**config.mk**
```make
export PLATFORM = sky130hd
export DESIGN_NAME = toggle_poll_ctrl
export DESIGN_NICKNAME = d
export VERILOG_FILES = /design/src/rtl/tpoll_pkg.sv /design/src/rtl/tpoll_seq.sv /design/src/rtl/tpoll_capture.sv /design/src/rtl/toggle_poll_ctrl.sv
export SDC_FILE = /design/constraint.sdc
export NUM_CORES = 1
export LEC_CHECK = 0
export ABC_AREA = 1
export BUFFER_PORTS_ARGS = -buffer_cell sky130_fd_sc_hd__buf_2
export CORE_MARGIN = 3
export CORE_UTILIZATION = 42
export CTS_CLUSTER_SIZE = 8
export DETAILED_ROUTE_END_ITERATION = 12
export MAX_ROUTING_LAYER = met4
export PLACE_DENSITY = 0.79
export SETUP_SLACK_MARGIN = 0.02
export SLEW_MARGIN = 10
export SYNTH_ARGS = -nofsm -noshare
export SYNTH_HDL_FRONTEND = slang
export SYNTH_HIERARCHICAL = 1
export SYNTH_SLANG_ARGS = --single-unit
```
**constraint.sdc**
```tcl
create_clock -name clk -period 1.6 [get_ports clk]
set_input_delay 0.08 -clock clk [delete_from_list [all_inputs] [get_ports clk]]
set_output_delay 0.08 -clock clk [all_outputs]
set_load 0.03 [all_outputs]
```
**src/rtl/tpoll_pkg.sv**
```systemverilog
package tpoll_pkg;

  typedef enum logic [2:0] {
    PC_DONE        = 3'd0,
    PC_PROG        = 3'd1,
    PC_ERASE_HERE  = 3'd2,
    PC_ERASE_OTHER = 3'd3,
    PC_SUSP_HERE   = 3'd4
  } poll_class_e;

  typedef enum logic [2:0] {
    ST_IDLE,
    ST_STROBE1,
    ST_READ1,
    ST_STROBE2,
    ST_READ2,
    ST_DECIDE
  } poll_state_e;

  // Map the two toggle indications to a class
  function automatic poll_class_e classify(input logic tog_any,
                                           input logic tog_sector,
                                           input logic was_erase);
    poll_class_e c;
    if (tog_any && tog_sector)       c = PC_ERASE_HERE;
    else if (tog_any)                c = was_erase ? PC_ERASE_OTHER : PC_PROG;
    else if (tog_sector)             c = PC_SUSP_HERE;
    else                             c = PC_DONE;
    return c;
  endfunction

endpackage

```
**src/rtl/tpoll_seq.sv**
```systemverilog
module tpoll_seq
  import tpoll_pkg::*;
(
  input  logic clk,
  input  logic rst_n,
  input  logic req_i,
  input  logic wr_busy_i,
  input  logic rd_ack_i,
  output logic start_o,
  output logic avd_o,
  output logic rd_req_o,
  output logic cap1_o,
  output logic cap2_o,
  output logic done_o,
  output logic busy_o
);

  poll_state_e state_q, state_d;

  always_comb begin
    state_d = state_q;
    unique case (state_q)
      ST_IDLE:    if (req_i && !wr_busy_i) state_d = ST_STROBE1;
      ST_STROBE1: state_d = ST_READ1;
      ST_READ1:   if (rd_ack_i) state_d = ST_STROBE2;
      ST_STROBE2: state_d = ST_READ2;
      ST_READ2:   if (rd_ack_i) state_d = ST_DECIDE;
      ST_DECIDE:  state_d = ST_IDLE;
      default:    state_d = ST_IDLE;
    endcase
  end

  always_ff @(posedge clk) begin
    if (!rst_n) state_q <= ST_IDLE;
    else        state_q <= state_d;
  end

  assign start_o  = (state_q == ST_IDLE) && req_i && !wr_busy_i;
  assign avd_o    = (state_q == ST_STROBE1) || (state_q == ST_STROBE2);
  assign rd_req_o = (state_q == ST_READ1) || (state_q == ST_READ2);
  assign cap1_o   = (state_q == ST_READ1) && rd_ack_i;
  assign cap2_o   = (state_q == ST_READ2) && rd_ack_i;
  assign done_o   = (state_q == ST_DECIDE);
  assign busy_o   = (state_q != ST_IDLE);

endmodule

```
**src/rtl/tpoll_capture.sv**
```systemverilog
module tpoll_capture
  import tpoll_pkg::*;
#(
  parameter int ADDR_W  = 24,
  parameter int DATA_W  = 16,
  parameter int ANY_BIT = 6,
  parameter int SEC_BIT = 2
) (
  input  logic              clk,
  input  logic              rst_n,
  input  logic              start_i,
  input  logic [ADDR_W-1:0] addr_i,
  input  logic              op_erase_i,
  input  logic              cap1_i,
  input  logic              cap2_i,
  input  logic [DATA_W-1:0] rd_data_i,
  output logic [ADDR_W-1:0] addr_q_o,
  output logic [2:0]        class_o
);

  logic        op_erase_q;
  logic [1:0]  first_q;
  logic        tog_any, tog_sec;
  poll_class_e class_q;
  logic        unused_data_bits;

  assign unused_data_bits = ^rd_data_i;
  assign tog_any = first_q[1] ^ rd_data_i[ANY_BIT];
  assign tog_sec = first_q[0] ^ rd_data_i[SEC_BIT];

  always_ff @(posedge clk) begin
    if (!rst_n) begin
      addr_q_o   <= '0;
      op_erase_q <= 1'b0;
      first_q    <= '0;
      class_q    <= PC_DONE;
    end else begin
      if (start_i) begin
        addr_q_o   <= addr_i;
        op_erase_q <= op_erase_i;
      end
      if (cap1_i) first_q <= {rd_data_i[ANY_BIT], rd_data_i[SEC_BIT]};
      if (cap2_i) class_q <= classify(tog_any, tog_sec, op_erase_q);
    end
  end

  assign class_o = class_q;

endmodule

```
**src/rtl/toggle_poll_ctrl.sv**
```systemverilog
module toggle_poll_ctrl #(
  parameter int ADDR_W  = 24,
  parameter int DATA_W  = 16,
  parameter int ANY_BIT = 6,
  parameter int SEC_BIT = 2
) (
  input  logic              clk,
  input  logic              rst_n,
  input  logic              req_i,
  input  logic [ADDR_W-1:0] addr_i,
  input  logic              op_erase_i,
  input  logic              wr_busy_i,
  output logic              avd_o,
  output logic [ADDR_W-1:0] bus_addr_o,
  output logic              rd_req_o,
  input  logic              rd_ack_i,
  input  logic [DATA_W-1:0] rd_data_i,
  output logic              busy_o,
  output logic              done_o,
  output logic [2:0]        class_o
);

  logic start_w, cap1_w, cap2_w;

  tpoll_seq u_seq (
    .clk       (clk),
    .rst_n     (rst_n),
    .req_i     (req_i),
    .wr_busy_i (wr_busy_i),
    .rd_ack_i  (rd_ack_i),
    .start_o   (start_w),
    .avd_o     (avd_o),
    .rd_req_o  (rd_req_o),
    .cap1_o    (cap1_w),
    .cap2_o    (cap2_w),
    .done_o    (done_o),
    .busy_o    (busy_o)
  );

  tpoll_capture #(
    .ADDR_W  (ADDR_W),
    .DATA_W  (DATA_W),
    .ANY_BIT (ANY_BIT),
    .SEC_BIT (SEC_BIT)
  ) u_cap (
    .clk        (clk),
    .rst_n      (rst_n),
    .start_i    (start_w),
    .addr_i     (addr_i),
    .op_erase_i (op_erase_i),
    .cap1_i     (cap1_w),
    .cap2_i     (cap2_w),
    .rd_data_i  (rd_data_i),
    .addr_q_o   (bus_addr_o),
    .class_o    (class_o)
  );

endmodule

```
# After elaboration in Yosys (flattened, before gate mapping)
# Index checks and enable logic that the tools add are counted.
# W data, S select, Z words.
word_totals:
  regBits: 33
  latchBits: 0
  ramBits: 0
  mem_bits_ro: 0
  inputBits: 46
  output_inout_bits: 31
  word_cells: 35
  mem_count: 0
op_classes:
  addsub: 0
  multipliers: 0
  div: 0
  magnitude_cmp: 0
  eq_ne: 8
  shifts: 0
  mux: 8
  bitwise_logic: 2
  n_reduce_logical: 12
ops:
  columns: ["op", "n"]
  rows:
  - ["$mux W3", 6]
  - ["$pmux W3 S5", 1]
  - ["$eq A3 B2 Y1 const B", 2]
  - ["$eq A3 B3 Y1 const B", 2]
  - ["$logic_and A1 B1 Y1", 6]
  - ["$ne A2 B2 Y1 const B", 2]
  - ["$eq A3 B1 Y1 const B", 1]
  - ["$logic_not A3 Y1", 1]
  - ["$reduce_and A3 Y1", 1]
  - ["$reduce_bool A3 Y1", 1]
  - ["$logic_or A1 B1 Y1", 2]
  - ["$mux W2", 1]
  - ["$ne A2 B1 Y1 const B", 1]
  - ["$xor A1 B1 Y1", 2]
  - ["$logic_not A1 Y1", 1]

# Depth between registers and ports, before layout
# Gate-level depths: netlist of the first run.
logic_depth:
  depth_word: 4
  mapped_depth: 7
  depth_no_buf: 7

# Hierarchy
# Netlist of the first run, hierarchy kept.
by_module_without_submodules:
  columns: ["module", "instances", "cells_each", "area_per_inst_um2", "seq_area_each_um2"]
  rows:
  - ["tpoll_capture", 1, 140, 1087.3, 600.6]
  - ["tpoll_seq", 1, 31, 190.2, 60.1]

# Least setup slack after synthesis of the first run
# OpenSTA, ideal clock, no wires.
synth_path:
  kind: "flip-flop to flip-flop"
  startpoint: "reg u_seq.state_q[1]"
  endpoint: "reg u_cap.addr_q_o[10]"
  setup_time_ns: 0.116
  arrival_ns: 1.403
  required_time_ns: 1.484
  setup_slack_ns: 0.081
  stages_incl_launch_ff: 8
  n_path_buf: 1
  synth_period_minus_slack_ns: 1.519
  path_cell_list: "dfxtp_1 -> nor2_2 -> nand2_1 -> nor2_1 -> inv_2 -> buf_6 -> nor2_1 -> nor2_1"
synth_via:
  elab_chain_len: 3
synth_rtl:
  columns: ["element", "line", "rtl"]
  rows:
  - ["start, declared", "tpoll_seq.sv:18", "poll_state_e state_q, state_d;"]
  - ["start signal, assigned", "tpoll_seq.sv:35", "else state_q <= state_d;"]
  - ["$logic_not A3 Y1", "tpoll_seq.sv:38", "assign start_o = (state_q == ST_IDLE) && req_i && !wr_busy_i;"]
  - ["$logic_and A1 B1 Y1 (2 in a row)", "tpoll_seq.sv:38", null]
  - ["named net start_w", "toggle_poll_ctrl.sv:23", "logic start_w, cap1_w, cap2_w;"]
  - ["end signal, assigned", "tpoll_capture.sv:39", "addr_q_o <= addr_i;"]
  - ["end, declared", "tpoll_capture.sv:17", "output logic [ADDR_W-1:0] addr_q_o,"]
# The timed path passes the listed nets, and every way through them passes these cells.
# A chain may end at the register's enable or synchronous reset.

# Final worst setup path of the first run
layout_path:
  startpoint: "reg u_seq.state_q[1]"
  endpoint: "reg u_cap.addr_q_o[11]"
# The elaborated chain is that of the path after synthesis.

==> impl_metrics.yaml, run 1 <==
run_status:
  status: "finished clean"
detailed_routing:
  via_per_inst: 4.68
  drtPass1Iterations: 4
  wirelength_mm: 3.39
  routedWlPerCell_um: 11.8
  drt_iter0_drc: 70
  drc: 0
  vias: 1348
  ant_nets: 0
logic_synthesis:
  yosys_warnings: 6
  synthesis.area_um2: 1280
  ys_seq_area_share_pct: 51.7
  ys_ff_latch: 33
  syn_avg_cell_area_um2: 7.47
  synthCells: 171
  yosysUniqueCellTypes: 18
  synthTopCellsByArea: "dfxtp_1 (52%), nor2_1 (16%), o21ai_0 (8.6%), nand2_1 (4.1%), inv_1 (3.2%)"
  synth_area_leader_cell: "dfxtp_1"
  syn-num-nets: 217
  yosys.area.top_type_share_pct: 51.7
clocking:
  insertion_delay_ns: 0.32
  cts_buffer_depth: 2
  htree_levels: 2
  clk_pin_slew_ns: 0.09
  cts_resized: 0
  cts_buffers: 5
  cts_tree: "yes"
  ctsRootBufferMaster: "clkbuf_4"
  clock_sinks: 33
global_route:
  grt.met1_usage_pct: 21.2
  grt_max_degree: 32
  grt_use_met2_pct: 32.5
  grt_pass1_wl_mm: 5.15
  grt.overflow.total: 0
  grt_pass1_vias: 1216
  grt_util_all_layers_pct: 19.5
  grt.busiest_layer: "met2"
  gr-usage-met3_pct: 4.19
  grt_antenna_before_repair: 0
timing:
  finalSetupTns_ns: 0
  hold_viol_final: 0
  finClkSkew_ns: 0.00584
  min_period_ns: 1.45
  slew_headroom_pct: 68.7
  maxClockFrequency_mhz: 688
  drv_slew: 0
  post-route-period-util_pct: 90.8
  report.final.setup_viol: 0
  rsz0062_at_grt: "no"
  worst_slew_pin_slew_ns: 0.469
  postLayoutSetupSlackWorst_ns: 0.147
final_layout:
  ff_latch_area_um2: 661
  num_antenna_cells: 0
  layout.nets: 304
  multiInputGateArea_um2: 508
  syn_to_final_growth_pct: 45.6
  post_route_cells_drive_above_1_share_pct: 29.6
  fillers: 252
floorplanning:
  die_y_um: 61.2
  dieArea_um2: 3740
  dieWidth_um: 61.2
  design.core.area_um2: 2830
  row_count: 19
  boundaryPins: 77
  initial_utilization_pct: 45.2
critical_path:
  slowest_delay_ns: 0.35
  critPathLaunchType: "flip-flop"
  cp_common_cell: "nor2_1"
  cp_top_family: "simple AND/OR/NAND/NOR gates"
  r2r_end: "u_cap/addr_q_o[11]"
  crit_chain: "nor2_2 > nand2_1 > nor2_1 > buf_4 > o21ai_0 > nor2_1"
  reg2reg_slack_ns: 0.15
  endpoint_kind: "flip-flop"
  reg2reg_from: "u_seq/state_q[1]"
  crit_type: "reg -> reg"
  ff2ff_path_depth: 6
  slowest_stage: "dfxtp_1"
  required_ns: 1.85
  crit_buf_inv: 1
  arrival_ns: 1.70
  crit_fanout: 24
min_path:
  hold_path_startpoint: "addr_i[6]"
  min_path_type: "in -> reg"
  hold_end: "u_cap/addr_q_o[6]"
  min_path_cells: 3
power:
  ir_drop_uv: 773
  power_density_nw_per_um2: 1060
  leakagePower_nw: 0.963
place:
  dp_hpwl_mm: 1.97
  pre_cts_ws_ns: 0.255
  io_buffers: 62
  place_congestion: 0.750
run:
  cap_violations: 0
## worst min-delay path, delay by kind of cell
family	cells	cell delay, ns
and+or+nand+nor	2	0.13
buffers and inverters	1	0.08
## worst max path at each step
stage,start,end,slack (ns),cells past startpoint
after floorplan,u_seq/state_q[1],u_cap/addr_q_o[10],0.08,7
after CTS,u_seq/state_q[1],u_cap/op_erase_q,0.24,6
after detailed placement,u_seq/state_q[1],u_cap/op_erase_q,0.25,6
final,u_seq/state_q[1],u_cap/addr_q_o[11],0.15,6
after global routing,u_seq/state_q[1],u_cap/addr_q_o[11],0.09,6
after global placement,u_seq/state_q[1],u_cap/op_erase_q,0.28,6
## synthesized netlist by cell type, drive strengths merged
library cell  instances
a21oi                 7
clkbuf                2
inv                  14
nor2                 58
o211ai                1
o21ai                28
nand2                15
nor3                  2
dfxtp                33
nand3                 6
buf                   5
## what timing repair did
action,4_1_cts,5_1_grt
setup endpoints to repair,0,0
endpoints found under the hold margin,24,0
hold buffers,24,0
buffers inserted,0,0
## state kept, by name, summed over array words and instances, names as in the netlist
signal            flops
u_cap/class_o         3
u_seq/state_q         3
u_cap/first_q         2
u_cap/addr_q_o       24
u_cap/op_erase_q      1
## logic make-up (layout without fill, tap and decap cells)
kind of cell | Yosys count | count (layout) | share of synthesized area, %
simple gates | 81 | 81 | 25.2
compound gates | 36 | 36 | 14.6
flops | 33 | 33 | 51.7
buf+inv | 21 | 107 | 8.52
## cell type report
type                       instances  share of cell area (%)
tap                               31                    2.08
sequential                        33                    35.5
multi-input combinational        117                    27.3
clock inverter                     1                   0.269
inverter                          14                    2.82
timing repair buffer              87                    30.0
clock buffer                       5                    2.02
## through the flow
stage / area [um2] / instances / power [mW] / util (%) / hold WS, ns
floorplan: 1280 / 171 / 1.38 / - / 0.207
global placement: 1580 / 258 / 1.52 / 55.8 / 0.301
detailed placement: 1580 / 258 / 1.53 / 55.8 / 0.310
CTS: 1860 / 288 / 1.97 / 65.8 / 0.00407
global route: 1860 / 288 / 2.08 / 65.8 / 0.0295
finish: 1860 / 288 / 1.97 / 65.8 / 0.0154
## power breakdown
part / switching, mW / internal [mW] / total [mW]
clock: 0.251 / 0.152 / 0.403
combinational: 0.400 / 0.202 / 0.602
sequential: 0.0509 / 0.913 / 0.964
## metal layers
metal | routed length, um | vias to the layer above
li1 | - | 713
met1 | 1470 | 584
met2 | 1690 | 43
met3 | 162 | 8
met4 | 70 | 0
met5 | 0 | -
## cells in the final DEF, fill, tap and decap left out, drive strengths merged
cell type and instances:
dfxtp 33, o211ai 1, nand2 15, nand3 6, clkbuf 5, o21ai 28, a21oi 7, inv 14
nor3 2, nor2 58, dlygate4sd3 24, buf 63, clkinv 1
No activity file was read; power rests on OpenSTA's default activity.
==> inputs of run 2 (changes only) <==
--- a/config.mk
+++ b/config.mk
@@ -8,11 +8,11 @@
 export ABC_AREA = 1
 export BUFFER_PORTS_ARGS = -buffer_cell sky130_fd_sc_hd__buf_2
 export CORE_MARGIN = 3
-export CORE_UTILIZATION = 42
+export CORE_UTILIZATION = 38
 export CTS_CLUSTER_SIZE = 8
 export DETAILED_ROUTE_END_ITERATION = 12
 export MAX_ROUTING_LAYER = met4
-export PLACE_DENSITY = 0.79
+export PLACE_DENSITY = 0.76
 export SETUP_SLACK_MARGIN = 0.02
 export SLEW_MARGIN = 10
 export SYNTH_ARGS = -nofsm -noshare
==> constraint.sdc (replaced) <==
create_clock -name clk -period 1.3 [get_ports clk]
set_input_delay 0.065 -clock clk [delete_from_list [all_inputs] [get_ports clk]]
set_output_delay 0.065 -clock clk [all_outputs]
set_load 0.03 [all_outputs]
==> impl_metrics.yaml, run 2 (same netlist as run 1, synthesis figures left out) <==
clocking:
  clk_pin_slew_ns: 0.10
  clock_sinks: 33
  cts_tree: "yes"
  ctsRootBufferMaster: "clkbuf_4"
  cts_buffers: 5
  htree_levels: 2
  cts_buffer_depth: 2
  insertion_delay_ns: 0.32
final_layout:
  syn_to_final_growth_pct: 64.6
  top_register: "u_cap/addr_q_o"
  mostFrequentLayoutCells: "buf_2 (61), nor2_1 (53), dfxtp_1 (30)"
  largest_register_ffs: 24
  num_antenna_cells: 0
  layout_commonest_cell: "buf_2"
  fillers: 280
  final_cell_area_um2: 2100
  layout.nets: 315
  post_route_cells_drive_above_1_share_pct: 36.7
power:
  ir_drop_uv: 794
  power_density_nw_per_um2: 1320
  power_mw: 2.78
  leakagePower_nw: 1.05
run_status:
  violations: "negative setup slack"
  status: "finished with violations"
detailed_routing:
  drc: 0
  drt_iter0_drc: 90
  via_per_inst: 4.58
  ant_nets: 0
  drtPass1Iterations: 4
  vias: 1439
  routedWlPerCell_um: 11.9
  wirelength_mm: 3.73
timing:
  maxClockFrequency_mhz: 734
  report.final.setup_viol: 18
  hold_viol_final: 0
  worst_slew_pin_slew_ns: 0.502
  drv_slew: 0
  postLayoutSetupSlackWorst_ns: -0.0620
  rsz0062_at_grt: "yes"
  post-route-period-util_pct: 105
  finClkSkew_ns: 0.00525
  slew_headroom_pct: 66.5
  min_period_ns: 1.36
critical_path:
  slowest_delay_ns: 0.37
  crit_fanout: 5
  reg2reg_from: "u_seq/state_q[1]"
  arrival_ns: 1.63
  crit_type: "reg -> reg"
  cp_num_cells: 8
  crit_end: "u_cap/addr_q_o[23]"
  cp_top_family: "buffers and inverters"
  cp-startpoint: "u_seq/state_q[1]"
  endpoint_kind: "flip-flop"
  reg2reg_slack_ns: -0.06
  crit_chain: "nor2_4 > buf_6 > nand2_4 > nor2_4 > buf_12 > buf_2 > o21ai_0 > nor2_1"
  r2r_end: "u_cap/addr_q_o[23]"
  ff2ff_path_depth: 8
  cp_common_cell: "nor2_4"
  critPathLaunchType: "flip-flop"
  slowest_stage: "dfxtp_4"
  required_ns: 1.57
  crit_buf_inv: 3
run:
  cap_violations: 0
place:
  io_buffers: 62
  place_area_um2: 1620
  pre_cts_ws_ns: -0.0188
  place_congestion: 0.800
  dp_hpwl_mm: 2.12
floorplanning:
  dieArea_um2: 4090
  dieWidth_um: 64.0
  row_count: 20
  die_y_um: 64.0
  initial_utilization_pct: 40.8
  boundaryPins: 77
  design.core.area_um2: 3130
global_route:
  grt_antenna_before_repair: 0
  grt.overflow.total: 0
  grt_util_all_layers_pct: 18.7
  grt_pass1_wl_mm: 5.86
  grt_max_degree: 32
  grt_pass1_vias: 1313
min_path:
  min_path_type: "in -> reg"
-- run 2: cell types whose count changed in the layout (fill, tap and decap cells not counted), moves of 3 or more --
cell / before / now
nand2_1: 14 / 11
o21ai_0: 22 / 18
buf_6: 0 / 4
dfxtp_1: 33 / 30
buf_4: 1 / 4
dfxtp_4: 0 / 3
nor2_1: 56 / 53
-- run 2: worst min path at each step --
| stage | start | to | slack [ns] | cells past startpoint |
|---|---|---|---|---|
| floorplan | rd_data_i[6] | u_cap/first_q[1] | 0.19 | 2 |
| global placement | addr_i[3] | u_cap/addr_q_o[3] | 0.29 | 3 |
| detailed placement | addr_i[15] | u_cap/addr_q_o[15] | 0.30 | 3 |
| CTS | op_erase_i | u_cap/op_erase_q | 0.02 | 3 |
| global route | op_erase_i | u_cap/op_erase_q | 0.05 | 3 |
| finish | op_erase_i | u_cap/op_erase_q | 0.03 | 3 |
-- run 2: layer usage --
| metal | global-route usage (%) | wire length (um) | vias to the layer above |
|---|---|---|---|
| li1 | - | - | 741 |
| met1 | 20.6 | 1570 | 631 |
| met2 | 32.3 | 1850 | 59 |
| met3 | 5.10 | 250 | 8 |
| met4 | 6.47 | 50 | 0 |
| met5 | - | 0 | - |
-- run 2: cell type report --
class	instances	area, um2	area share [%]
Clock buffer	7	65.1	3.09
Clock inverter	1	5.00	0.238
Inverter	14	60.1	2.86
Multi-Input combinational cell	117	546	25.9
Sequential cell	33	672	31.9
Tap cell	44	55.1	2.62
Timing Repair Buffer	98	701	33.3
-- run 2: per-stage QoR --
step / hold slack [ns] / cells / utilization, % / setup TNS (ns)
4_1_cts: 0.0190 / 309 / 63.5 / 0
3_5_place_dp: 0.296 / 273 / 51.8 / -0.0188
2_1_floorplan: 0.192 / 171 / - / 0
6_report: 0.0326 / 314 / 67.2 / -0.409
3_3_place_gp: 0.287 / 273 / 51.8 / 0
5_1_grt: 0.0470 / 314 / 67.2 / -2.29
-- run 2: repair_timing --
| item | CTS | global route |
|---|---|---|
| pin swaps | 1 | 8 |
| cloned | 0 | 2 |
| resized for setup | 9 | 22 |
| hold buffers | 26 | 0 |
| setup endpoints to repair | 5 | 32 |
| hold endpoints to repair | 26 | 0 |
| buffers inserted | 2 | 3 |
-- run 2: worst min-delay path: stages --
cell	delay [ns]
buf_2	0.07
o21ai_0	0.07
a21oi_1	0.12
-- run 2: report_power, final --
| group | leakage [nW] | switching [mW] | internal [mW] |
|---|---|---|---|
| Sequential | 0.273 | 0.0665 | 1.13 |
| Combinational | 0.737 | 0.559 | 0.378 |
| Clock | 0.0413 | 0.336 | 0.313 |
